## config.mk

```make
export PLATFORM = sky130hd
export DESIGN_NAME = pan_shifter
export DESIGN_NICKNAME = d
export VERILOG_FILES = /design/src/rtl/pan_pkg.sv /design/src/rtl/pan_map.sv /design/src/rtl/pan_split.sv /design/src/rtl/pan_delay.sv /design/src/rtl/pan_shifter.sv
export SDC_FILE = /design/constraint.sdc
export NUM_CORES = 1
export LEC_CHECK = 0
export BUFFER_PORTS_ARGS = -buffer_cell sky130_fd_sc_hd__buf_2
export CORE_MARGIN = 3
export CORE_UTILIZATION = 40
export CTS_CLUSTER_SIZE = 25
export DETAILED_ROUTE_END_ITERATION = 10
export SYNTH_ARGS = -nofsm -noshare
export SYNTH_HDL_FRONTEND = slang
export SYNTH_SLANG_ARGS = --single-unit
```

## constraint.sdc

```tcl
create_clock -name clk_i -period 6.4 [get_ports clk_i]
set_clock_uncertainty 0.05 [all_clocks]
set_input_delay 0.32 -clock clk_i [delete_from_list [all_inputs] [get_ports clk_i]]
set_output_delay 0.32 -clock clk_i [all_outputs]
set_load 0.005 [all_outputs]
```

## src/rtl/pan_pkg.sv

```systemverilog
package pan_pkg;
  typedef enum logic [1:0] {
    MODE_OTHER  = 2'd0,
    MODE_TEXT9  = 2'd1,
    MODE_C256   = 2'd2,
    MODE_OTHER2 = 2'd3
  } pan_mode_e;
endpackage

```

## src/rtl/pan_map.sv

```systemverilog
module pan_map import pan_pkg::*; #(
  parameter int PAN_W     = 4,
  parameter int MAX_SHIFT = 8,
  parameter int SH_W      = $clog2(MAX_SHIFT + 1)
) (
  input  logic [PAN_W-1:0] pan_i,
  input  logic [1:0]       mode_i,
  output logic [SH_W-1:0]  shift_o
);
  localparam logic [PAN_W-1:0] PanLim = PAN_W'(MAX_SHIFT);

  always_comb begin
    shift_o = '0;
    unique case (pan_mode_e'(mode_i))
      MODE_TEXT9: if (pan_i < PanLim) shift_o = SH_W'(pan_i) + SH_W'(1);
      MODE_C256:  if (!pan_i[0] && pan_i < PanLim) shift_o = SH_W'(pan_i >> 1);
      default:    if (pan_i < PanLim) shift_o = SH_W'(pan_i);
    endcase
  end
endmodule

```

## src/rtl/pan_split.sv

```systemverilog
module pan_split (
  input  logic clk_i,
  input  logic rst_ni,
  input  logic split_en_i,
  input  logic lc_hit_i,
  input  logic vretrace_i,
  output logic force_zero_o,
  output logic armed_o
);
  logic armed_q;

  always_ff @(posedge clk_i or negedge rst_ni) begin
    if (!rst_ni)                     armed_q <= 1'b0;
    else if (vretrace_i)             armed_q <= 1'b0;
    else if (split_en_i && lc_hit_i) armed_q <= 1'b1;
  end

  // retrace has priority; a hit counts already for a coincident line start
  assign force_zero_o = split_en_i && !vretrace_i && (armed_q || lc_hit_i);
  assign armed_o      = armed_q;
endmodule

```

## src/rtl/pan_delay.sv

```systemverilog
module pan_delay #(
  parameter int PIX_W     = 8,
  parameter int MAX_SHIFT = 8,
  parameter int SH_W      = $clog2(MAX_SHIFT + 1)
) (
  input  logic             clk_i,
  input  logic             rst_ni,
  input  logic [PIX_W-1:0] pix_i,
  input  logic [SH_W-1:0]  shift_i,
  output logic [PIX_W-1:0] pix_o
);
  localparam int Taps = MAX_SHIFT + 1;

  logic [PIX_W-1:0] tap_q [Taps];

  always_ff @(posedge clk_i or negedge rst_ni) begin
    if (!rst_ni) tap_q[0] <= '0;
    else         tap_q[0] <= pix_i;
  end

  for (genvar g = 1; g < Taps; g++) begin : g_tap
    always_ff @(posedge clk_i or negedge rst_ni) begin
      if (!rst_ni) tap_q[g] <= '0;
      else         tap_q[g] <= tap_q[g-1];
    end
  end

  logic [SH_W-1:0] sel;
  assign sel   = SH_W'(MAX_SHIFT) - shift_i;
  assign pix_o = tap_q[sel];
endmodule

```

## src/rtl/pan_shifter.sv

```systemverilog
module pan_shifter import pan_pkg::*; #(
  parameter int PIX_W     = 8,
  parameter int PAN_W     = 4,
  parameter int MAX_SHIFT = 8,
  parameter int SH_W      = $clog2(MAX_SHIFT + 1)
) (
  input  logic             clk_i,
  input  logic             rst_ni,
  input  logic [PIX_W-1:0] pix_i,
  input  logic             line_start_i,
  input  logic [PAN_W-1:0] pan_i,
  input  logic [1:0]       mode_i,
  input  logic             split_en_i,
  input  logic             lc_hit_i,
  input  logic             vretrace_i,
  output logic [PIX_W-1:0] pix_o,
  output logic [SH_W-1:0]  shift_o
);
  logic [SH_W-1:0] mapped;
  logic            force_zero;
  logic            armed;
  logic [SH_W-1:0] shift_q;

  pan_map #(.PAN_W(PAN_W), .MAX_SHIFT(MAX_SHIFT), .SH_W(SH_W)) i_map (
    .pan_i   (pan_i),
    .mode_i  (mode_i),
    .shift_o (mapped)
  );

  pan_split i_split (
    .clk_i        (clk_i),
    .rst_ni       (rst_ni),
    .split_en_i   (split_en_i),
    .lc_hit_i     (lc_hit_i),
    .vretrace_i   (vretrace_i),
    .force_zero_o (force_zero),
    .armed_o      (armed)
  );

  always_ff @(posedge clk_i or negedge rst_ni) begin
    if (!rst_ni)           shift_q <= '0;
    else if (line_start_i) shift_q <= force_zero ? '0 : mapped;
  end

  pan_delay #(.PIX_W(PIX_W), .MAX_SHIFT(MAX_SHIFT), .SH_W(SH_W)) i_delay (
    .clk_i   (clk_i),
    .rst_ni  (rst_ni),
    .pix_i   (pix_i),
    .shift_i (shift_q),
    .pix_o   (pix_o)
  );

  assign shift_o = shift_q;
endmodule

```

==> reports/results.tsv, run 1 <==
stage	metric	value	unit
synth	syn_nets	193	
clock_tree	htreeDepth	3	
power	p_per_area	319.4	nW/µm²
worst_setup_path	cp-end-kind	output pin	
global_route	overflow	0	
synth	synthArstFlopShare	1.000	
power	total_power	1.056	mW
floorplanning	die_w	90.49	µm
global_route	first_global_vias	1529	
synth	synth_top_area_cell	dfrtp_1	
detailed_routing	drt_iter0_markers	62	
worst_setup_path	critical_path.max_stage_delay	1.09	ns
detailed_routing	routed_wl	4.536	mm
finish	antenna_cells	0	
global_route	grt_max_degree	78	
worst_setup_path	critPathRequiredTime	6.03	ns
sta	slew_headroom	0.2506	
sta	grt_setup_unrepaired	no	
worst_setup_path	path_cells	inv_1, ha_1, mux4_1, nor2b_1, a211o_1, buf_2	
floorplanning	die_y	90.49	µm
sta	finalHoldViolCount	0	
detailed_routing	met2_length	2.036	mm
placement	portBuffers	31	
detailed_routing	antenna_left	0	
power	irDropWorstVdd	0.1843	mV
sta	maxSlewViolCount	0	
sta	tns	0	ns
synth	synth.yosys.seq_area_share	0.6748	
synth	synth_area_leaders	dfrtp_1, mux4_2, mux4_1	
synth	synth-edff-count	0	
clock_tree	cts_buffers	9	
floorplanning	fp-row-count	30	
detailed_routing	route.detailed.drc	0	
sta	fmax	0.2678	GHz
power	p_leak	1.499	nW
clock_tree	cts_tree	done	
global_route	grt_usage	0.1233	
synth	avgSynthCellArea	16.89	µm²
detailed_routing	dr.pass1.iters	4	
synth	synthMostInstantiatedCell	dfrtp_1	
sta	whs	0.03579	ns
detailed_routing	via_count	1501	
detailed_routing	routedWlPerCell	14.78	µm
status	outcome	finished, final reports clean	
sta	min_period	3.734	ns
placement	gp_congestion	0.7523	
synth	yosysUniqueCellTypes	31	
worst_setup_path	cp_slowest_cell	dfrtp_1	
synth	synth_flop_cell	dfrtp_1	
finish	finalNonFillerCells	307	
synth	synth_seq_cells	77	
placement	placed_cells	292	
synth	synth_common_cells	dfrtp_1, nor2b_1, inv_1	
floorplanning	fp.dieArea	8188	µm²
clock_tree	cts_max_path_buffers	2	
finish	syn_to_final_growth	15.82	%
clock_tree	clk_transition_reported_paths	0.07	ns
clock_tree	root_buffer	clkbuf_8	
synth	syn_area	2855	µm²
hold_path	min_path_type	input pin to flip-flop	
floorplanning	coreArea	6869	µm²
clock_tree	clock_latency	0.34	ns
clock_tree	post_cts_buffers	0	
global_route	antenna_found_initial	0	
job	cap_viol_max_count	0	
placement	place_hpwl	2.858	mm
worst_setup_path	arrival	3.36	ns
worst_setup_path	path_class	flip-flop to output pin	
clock_tree	clock-sinks	77	
detailed_routing	met3_length	227	µm
floorplanning	initial_core_util	0.4157	
sta	worstMarginPinSlew	1.124	ns
worst_setup_path	path_delay_family	flip-flops	
sta	post-route-period-util	0.5835	
worst_setup_path	crit_fanout	21	
finish	layout.nets	231	
floorplanning	io_pins	32	
synth	yosys.area.top_type_share	0.6748	
detailed_routing	via_per_inst	4.889	
detailed_routing	m1WireLength	2.205	mm
sta	finalSetupViolCount	0	
finish	drive_gt1_frac	0.2796	
clock_tree	holdBufCountCts	0	
global_route	grt_pass1_wl	7.762	mm
synth	yosysWarnings	0	
synth	synthCells	169	
worst_setup_path	worstSetupStartpointType	flip-flop	
worst_setup_path	path_buf_inv	2	
detailed_routing	topRoutingLayerUsed	met4	
clock_tree	cts_resized	0	
## final timing paths
path,slack (ns),cells after the start,to,from
worst min register to register,0.31,0,i_delay.tap_q[17]$_DFF_PN0_,i_delay.tap_q[25]$_DFF_PN0_
worst max register to register,4.80,2,shift_o[0]$_DFFE_PN0P_,shift_o[0]$_DFFE_PN0P_
worst min-delay path,0.04,1,i_delay.tap_q[69]$_DFF_PN0_,pix_i[5]
min in group asynchronous,0.07,1,i_delay.tap_q[68]$_DFF_PN0_,rst_ni
worst max-delay path,2.67,6,pix_o[2],shift_o[0]$_DFFE_PN0P_
max in group asynchronous,5.63,1,i_delay.tap_q[25]$_DFF_PN0_,rst_ni
## report_power, final
| group | switching, mW | leakage (nW) | internal (mW) |
|---|---|---|---|
| clock | 0.160 | 0.105 | 0.228 |
| combinational | 0.0655 | 0.487 | 0.0734 |
| sequential | 0.0184 | 0.906 | 0.511 |
## logic make-up after synthesis
| logic type | Yosys count | synth area share |
|---|---|---|
| flops | 77 | 0.6748 |
| simple gates | 30 | 0.06398 |
| compound gates | 26 | 0.07669 |
| mux | 16 | 0.1354 |
| buf+inv | 15 | 0.02848 |
| fa+ha+maj | 4 | 0.01753 |
| xor+xnor | 1 | 0.003068 |
## through the flow
step | area [µm²] | setup WS, ns | util
global route | 3307 | 2.407 | 0.4814
global placement | 3093 | 3.070 | 0.4503
floorplan | 2855 | 3.862 | -
detailed placement | 3093 | 2.974 | 0.4503
finish | 3307 | 2.666 | 0.4814
CTS | 3307 | 2.600 | 0.4814
## layer usage
metal,vias up,track usage
met4,0,0.03827
li1,686,-
met3,7,0.05250
met2,31,0.1791
met1,777,0.1686
met5,-,0
## state kept, by name (all words and copies together) (netlist names)
register	flops
i_delay.tap_q	72
i_split.armed_o	1
shift_o	4
## cell type report
class                           count  area (µm²)
Fill cell                         599        3562
Sequential cell                    77        1927
Multi-Input combinational cell     77       847.1
Timing Repair Buffer               31       157.7
Clock buffer                       11       141.4
Tap cell                           96       120.1
Clock inverter                      4       72.57
Inverter                           11       41.29
## cells in the final DEF (no fill, tap or decap), types with 2 or more instances in the layout
cell	Yosys	routed
a211o_1	7	7
a21oi_1	4	4
a32oi_4	2	2
and2b_1	2	2
buf_2	1	30
bufinv_16	0	2
clkbuf_8	0	10
dfrtp_1	77	77
ha_1	4	4
inv_1	11	11
mux4_1	7	7
mux4_2	9	9
nand2_1	4	4
nor2_1	2	2
nor2b_1	16	16
o21ai_0	4	4
o22ai_1	3	3
Power figures use the tool's default switching activity.
==> inputs of run 2 (changes only) <==
- clock period: 6.4 -> 3.5 ns (I/O delays scaled with it)
==> run 2 against run 1 <==
Non-clock buffer count rose by 11. Global-route usage up 0.93 points. Register-to-register slack got worse by 2.6 ns. Count of clock-buffer cells in the layout increased by 1. Die area unchanged. Critical path type unchanged. Largest power group unchanged. Highest routed layer unchanged.
==> reports/results.tsv, run 2 (synthesis results as in run 1) <==
stage	metric	value	unit	change
detailed_routing	met2_length	2.172	mm	was 2.036 mm
global_route	first_global_vias	1657		was 1529
detailed_routing	drt_iter0_markers	96		was 62
global_route	grt_usage	0.1326		was 0.1233
clock_tree	clock_latency	0.34	ns	about the same
power	combPwrFrac	0.139		was 0.132
worst_setup_path	worstSetupStartpointType	flip-flop		unchanged
sta	slew_headroom	0.3898		was 0.2506
hold_path	hp-start	lc_hit_i		was pix_i[5]
hold_path	hold_end	i_split.armed_o$_DFFE_PN0P_		was i_delay.tap_q[69]$_DFF_PN0_
global_route	grt_max_degree	78		unchanged
finish	top_register	i_delay.tap_q		unchanged
finish	final_cell_mix	dfrtp_1, buf_2, nor2b_1		unchanged
finish	nFillCells	582		was 599
worst_setup_path	critPathRequiredTime	3.27	ns	was 6.03 ns
detailed_routing	met3_length	195	µm	was 227 µm
worst_setup_path	crit-reg2reg-capture	shift_o[0]$_DFFE_PN0P_		unchanged
power	seqPwrFrac	0.486		was 0.502
clock_tree	holdBufCountCts	10		was 0
sta	post-route-period-util	0.8038		
status	outcome	finished, final reports clean		unchanged
power	p_leak	1.557	nW	was 1.499 nW
detailed_routing	via_count	1558		was 1501
hold_path	hold_depth	3		was 1
detailed_routing	route.detailed.drc	0		unchanged
sta	finalHoldViolCount	0		unchanged
clock_tree	cts_buffers	9		unchanged
worst_setup_path	path_delay_family	adder cells		was flip-flops
power	p_per_area	575.8	nW/µm²	was 319.4 nW/µm²
global_route	grt_pass1_wl	8.231	mm	was 7.762 mm
finish	largest_reg_flops	72		unchanged
sta	maxSlewViolCount	0		unchanged
sta	grt_setup_unrepaired	no		unchanged
floorplanning	initial_core_util	0.4157		unchanged
floorplanning	fp-row-count	30		unchanged
detailed_routing	via_per_inst	4.884		was 4.889
worst_setup_path	critical_path.max_stage_delay	0.78	ns	was 1.09 ns
sta	tns	0	ns	unchanged
floorplanning	coreArea	6869	µm²	unchanged
floorplanning	die_w	90.49	µm	unchanged
clock_tree	cts_max_path_buffers	2		unchanged
sta	min_period	2.813	ns	
clock_tree	cts_resized	0		unchanged
finish	mostFrequentLayoutCell	dfrtp_1		unchanged
clock_tree	clk_transition_reported_paths	0.08	ns	was 0.07 ns
floorplanning	fp.dieArea	8188	µm²	unchanged
power	p_clk_frac	0.375		was 0.367
clock_tree	post_cts_buffers	0		unchanged
placement	portBuffers	31		unchanged
clock_tree	root_buffer	clkbuf_8		unchanged
power	switchingPower	0.4562	mW	was 0.2438 mW
finish	layout.nets	242		was 231
worst_setup_path	r2r_cells	4		was 2
finish	multiInputGateArea	847.1	µm²	unchanged
detailed_routing	antenna_left	0		unchanged
power	cellInternalPower	1.517	mW	was 0.8124 mW
detailed_routing	topRoutingLayerUsed	met4		unchanged
power	irDropWorstVdd	0.5076	mV	was 0.1843 mV
clock_tree	clock-sinks	77		unchanged
worst_setup_path	cp_slowest_cell	ha_1		was dfrtp_1
detailed_routing	routed_wl	4.629	mm	was 4.536 mm
worst_setup_path	arrival	2.59	ns	was 3.36 ns
detailed_routing	routedWlPerCell	14.51	µm	was 14.78 µm
worst_setup_path	reg2reg_from	i_split.armed_o$_DFFE_PN0P_		was shift_o[0]$_DFFE_PN0P_
finish	final_cell_area	3426	µm²	was 3307 µm²
placement	gp_congestion	0.7309		was 0.7523
sta	fmax	0.3555	GHz	
hold_path	min_path_type	input pin to flip-flop		unchanged
job	cap_viol_max_count	0		unchanged
worst_setup_path	path_cells	inv_1, ha_1, mux4_1, nor2b_1, a211o_1, buf_2		unchanged
power	switching_share	0.2313		was 0.2308
finish	final-seq-area	1927	µm²	unchanged
worst_setup_path	cp-end-kind	output pin		unchanged
detailed_routing	dr.pass1.iters	4		unchanged
worst_setup_path	worstSetupStartpoint	shift_o[1]$_DFFE_PN0P_		was shift_o[0]$_DFFE_PN0P_
worst_setup_path	path_class	flip-flop to output pin		unchanged
finish	drive_gt1_frac	0.2735		was 0.2796
sta	finalSetupViolCount	0		unchanged
power	total_power	1.973	mW	was 1.056 mW
clock_tree	cts_tree	done		unchanged
sta	worstMarginPinSlew	0.9153	ns	was 1.124 ns
finish	syn_to_final_growth	19.98	%	was 15.82%
worst_setup_path	crit_fanout	17		was 21
floorplanning	die_y	90.49	µm	unchanged
finish	antenna_cells	0		unchanged
clock_tree	htreeDepth	3		unchanged
detailed_routing	m1WireLength	2.159	mm	was 2.205 mm
global_route	overflow	0		unchanged
global_route	antenna_found_initial	0		unchanged
worst_setup_path	critical_path_depth	6		unchanged
worst_setup_path	reg2reg_slack	2.16	ns	was 4.80 ns
placement	place_hpwl	2.850	mm	was 2.858 mm
placement	post_dp_cell_area	3100	µm²	was 3093 µm²
floorplanning	io_pins	32		unchanged
worst_setup_path	path_buf_inv	2		unchanged
[run 2: stage by stage]
step / setup WS [ns] / hold WS (ns) / instances / utilization
3_3_place_gp: 1.048 / 0.2332 / 293 / 0.4514
5_1_grt: 0.4536 / 0.03011 / 319 / 0.4987
4_1_cts: 0.5887 / 0.02119 / 319 / 0.4987
3_5_place_dp: 1.007 / 0.2343 / 293 / 0.4514
2_1_floorplan: 1.107 / -0.1706 / 169 / -
6_report: 0.6868 / 0.04595 / 319 / 0.4987
[run 2: worst max path at each step]
stage	to	slack (ns)
2_1_floorplan	pix_o[0]	1.11
3_3_place_gp	pix_o[5]	1.05
3_5_place_dp	pix_o[1]	1.01
4_1_cts	pix_o[1]	0.59
5_1_grt	pix_o[1]	0.45
6_report	pix_o[1]	0.69
[run 2: power groups by stage]
stage               logic (mW)  registers, mW  clock network [mW]
finish                   0.275          0.958               0.740
floorplan                0.179          0.969                   0
CTS                      0.284          0.959               0.770
global route             0.308          0.965               0.811
detailed placement       0.275          0.976                   0
global placement         0.273          0.975                   0
[run 2: routing by layer]
metal / vias to the layer above / global-route usage
li1: 717 / -
met1: 802 / 0.1700
met2: 30 / 0.1983
met3: 9 / 0.05000
met4: 0 / 0.06505
met5: - / 0
[run 2: cell type report]
| cell class | instances | area share |
|---|---|---|
| well taps | 96 | 0.03506 |
| inverters | 11 | 0.01205 |
| clock buffers | 12 | 0.04529 |
| flip-flops and latches | 77 | 0.5625 |
| clock inverters | 4 | 0.02045 |
| multi-input cells | 77 | 0.2473 |
| repair buffers | 42 | 0.07743 |
[run 2: worst register-to-register path: cells and delay by family (launching register included)]
kind | cells | cell delay, ns
AOI/OAI and AO/OA | 2 | 0.43
and+or+nand+nor | 2 | 0.41
DFF | 1 | 0.38
==> inputs of run 3 (changes only) <==
- clock period: 3.5 -> 2.5 ns (I/O delays scaled with it)
==> run 3 against run 2 <==
Sequential cell count unchanged. Sequential power is 40% higher. Clock power rose by 31%. First-iteration DRC count down 39%. Combinational power is 55% higher. Core utilization is 1.1 points higher. Die area stayed put. Worst hold slack worse by 0.0016 ns. Cell count increased by 2.8%. Critical path type unchanged.
==> reports/results.tsv, run 3 (synthesis results as in run 1) <==
stage	metric	value	unit	change
floorplanning	die_w	90.49	µm	unchanged
finish	final_cell_area	3500	µm²	was 3426 µm²
detailed_routing	via_per_inst	4.808		was 4.884
hold_path	hold_depth	3		unchanged
floorplanning	coreArea	6869	µm²	unchanged
placement	pre_cts_slack	0.3211	ns	was 1.007 ns
worst_setup_path	worstSetupStartpointType	flip-flop		unchanged
sta	whs	0.04437	ns	was 0.04595 ns
power	switching_share	0.2464		was 0.2313
sta	grt_setup_unrepaired	no		unchanged
power	combPwrFrac	0.156		was 0.139
finish	drive_gt1_frac	0.3017		was 0.2735
floorplanning	fp.dieArea	8188	µm²	unchanged
clock_tree	htreeDepth	3		unchanged
worst_setup_path	crit_fanout	6		was 17
detailed_routing	drt_iter0_markers	59		was 96
sta	finalHoldViolCount	0		unchanged
finish	final_core_util	0.5095		was 0.4987
placement	post_dp_cell_area	3123	µm²	was 3100 µm²
finish	final_cell_mix	dfrtp_1, buf_2, nor2b_1		unchanged
finish	largest_reg_flops	72		unchanged
worst_setup_path	critical_path.max_stage_delay	0.42	ns	was 0.78 ns
power	total_power	2.739	mW	was 1.973 mW
sta	post-route-period-util	0.9513		
sta	maxSlewViolCount	0		unchanged
placement	place_hpwl	3.060	mm	was 2.850 mm
floorplanning	die_y	90.49	µm	unchanged
global_route	first_global_vias	1707		was 1657
job	cap_viol_max_count	0		unchanged
placement	placed_cells	296		was 293
floorplanning	io_pins	32		unchanged
power	switchingPower	0.6749	mW	was 0.4562 mW
placement	gp_congestion	0.7248		was 0.7309
sta	tns	0	ns	unchanged
global_route	antenna_found_initial	0		unchanged
global_route	grt_usage	0.1345		was 0.1326
worst_setup_path	cp_slowest_cell	dfrtp_2		was ha_1
sta	fmax	0.4205	GHz	
power	p_leak	1.590	nW	was 1.557 nW
clock_tree	clock_latency	0.35	ns	was 0.34 ns
worst_setup_path	r2r_cells	4		unchanged
power	p_clk_frac	0.354		was 0.375
detailed_routing	route.detailed.drc	0		unchanged
clock_tree	root_buffer	clkbuf_8		unchanged
finish	finalNonFillerCells	328		was 319
sta	min_period	2.378	ns	
worst_setup_path	cp-end-kind	output pin		unchanged
global_route	overflow	0		unchanged
global_route	grt_pass1_wl	8.493	mm	was 8.231 mm
sta	worstMarginPinSlew	0.9382	ns	was 0.9153 ns
worst_setup_path	critPathRequiredTime	2.33	ns	was 3.27 ns
floorplanning	initial_core_util	0.4157		unchanged
global_route	grt_max_degree	78		unchanged
worst_setup_path	reg2reg_slack	1.14	ns	was 2.16 ns
worst_setup_path	path_class	flip-flop to output pin		unchanged
power	seqPwrFrac	0.490		was 0.486
sta	fin_ws	0.1218	ns	was 0.6868 ns
clock_tree	cts_max_path_buffers	2		unchanged
finish	top_register	i_delay.tap_q		unchanged
floorplanning	fp-row-count	30		unchanged
power	irDropWorstVdd	0.4675	mV	was 0.5076 mV
sta	finalSetupViolCount	0		unchanged
finish	syn_to_final_growth	22.57	%	was 19.98%
hold_path	min_path_type	input pin to flip-flop		unchanged
clock_tree	cts_tree	done		unchanged
worst_setup_path	path_cells	inv_1, ha_1, nor2b_2, a32oi_4, buf_4, nor2b_1, a211o_1, buf_2		was inv_1, ha_1, mux4_1, nor2b_1, a211o_1, buf_2
clock_tree	clk_transition_reported_paths	0.07	ns	was 0.08 ns
finish	nFillCells	580		was 582
detailed_routing	routedWlPerCell	14.89	µm	was 14.51 µm
detailed_routing	via_count	1577		was 1558
clock_tree	clock-sinks	77		unchanged
placement	portBuffers	31		unchanged
detailed_routing	antenna_left	0		unchanged
sta	slew_headroom	0.3745		was 0.3898
detailed_routing	routed_wl	4.883	mm	was 4.629 mm
status	outcome	finished, final reports clean		unchanged
power	cellInternalPower	2.065	mW	was 1.517 mW
clock_tree	cts_buffers	9		unchanged
finish	layout.nets	251		was 242
detailed_routing	dr.pass1.iters	5		was 4
worst_setup_path	arrival	2.20	ns	was 2.59 ns
power	p_per_area	782.8	nW/µm²	was 575.8 nW/µm²
finish	antenna_cells	0		unchanged
finish	mostFrequentLayoutCell	dfrtp_1		unchanged
## run 3: worst paths after layout
check / start / endpoint
max: shift_o[0]$_DFFE_PN0P_ / pix_o[7]
min: pan_i[1] / shift_o[3]$_DFFE_PN0P_
max reg2reg: i_split.armed_o$_DFFE_PN0P_ / shift_o[0]$_DFFE_PN0P_
min reg2reg: i_delay.tap_q[16]$_DFF_PN0_ / i_delay.tap_q[8]$_DFF_PN0_
max in group asynchronous: rst_ni / shift_o[0]$_DFFE_PN0P_
min in group asynchronous: rst_ni / i_delay.tap_q[68]$_DFF_PN0_
## run 3: what timing repair did
item,4_1_cts,5_1_grt
hold endpoints to repair,90,0
endpoints found under the setup margin,7,8
gates cloned,0,0
pin swaps,2,2
hold buffers,12,0
resized for setup,1,4
setup buffers,1,3
## run 3: final cells by class
type / instances / area (µm²) / share of cell area
timing repair buffer: 51 / 350.3 / 0.1001
tap: 96 / 120.1 / 0.03432
sequential: 77 / 1928 / 0.5509
multi-input combinational: 77 / 849.6 / 0.2428
clock buffer: 12 / 155.1 / 0.04433
inverter: 11 / 41.29 / 0.01180
clock inverter: 4 / 55.05 / 0.01573
## run 3: routing by layer
| metal | global-route usage | wire, µm |
|---|---|---|
| met1 | 0.1773 | 2277 |
| met2 | 0.2032 | 2339 |
| met3 | 0.05083 | 204 |
| met4 | 0.04974 | 61 |
| met5 | 0 | 0 |
## run 3: power by group through the flow
stage                     Clock [mW]  Combinational (mW)  Sequential, mW
after floorplan                    0               0.251            1.36
after global placement             0               0.392            1.37
after detailed placement           0               0.394            1.37
after CTS                       1.01               0.419            1.34
after global routing            1.06               0.472            1.35
final                          0.970               0.427            1.34
## run 3: worst max-delay path, delay by kind of cell, from the launching register on
family / cells / cell delay [ns]
AO/OA/AOI/OAI: 2 / 0.52
adder cells (fa/ha/maj): 1 / 0.28
AND/OR/NAND/NOR: 2 / 0.25
flip-flops: 1 / 0.42
buffers and inverters: 3 / 0.40
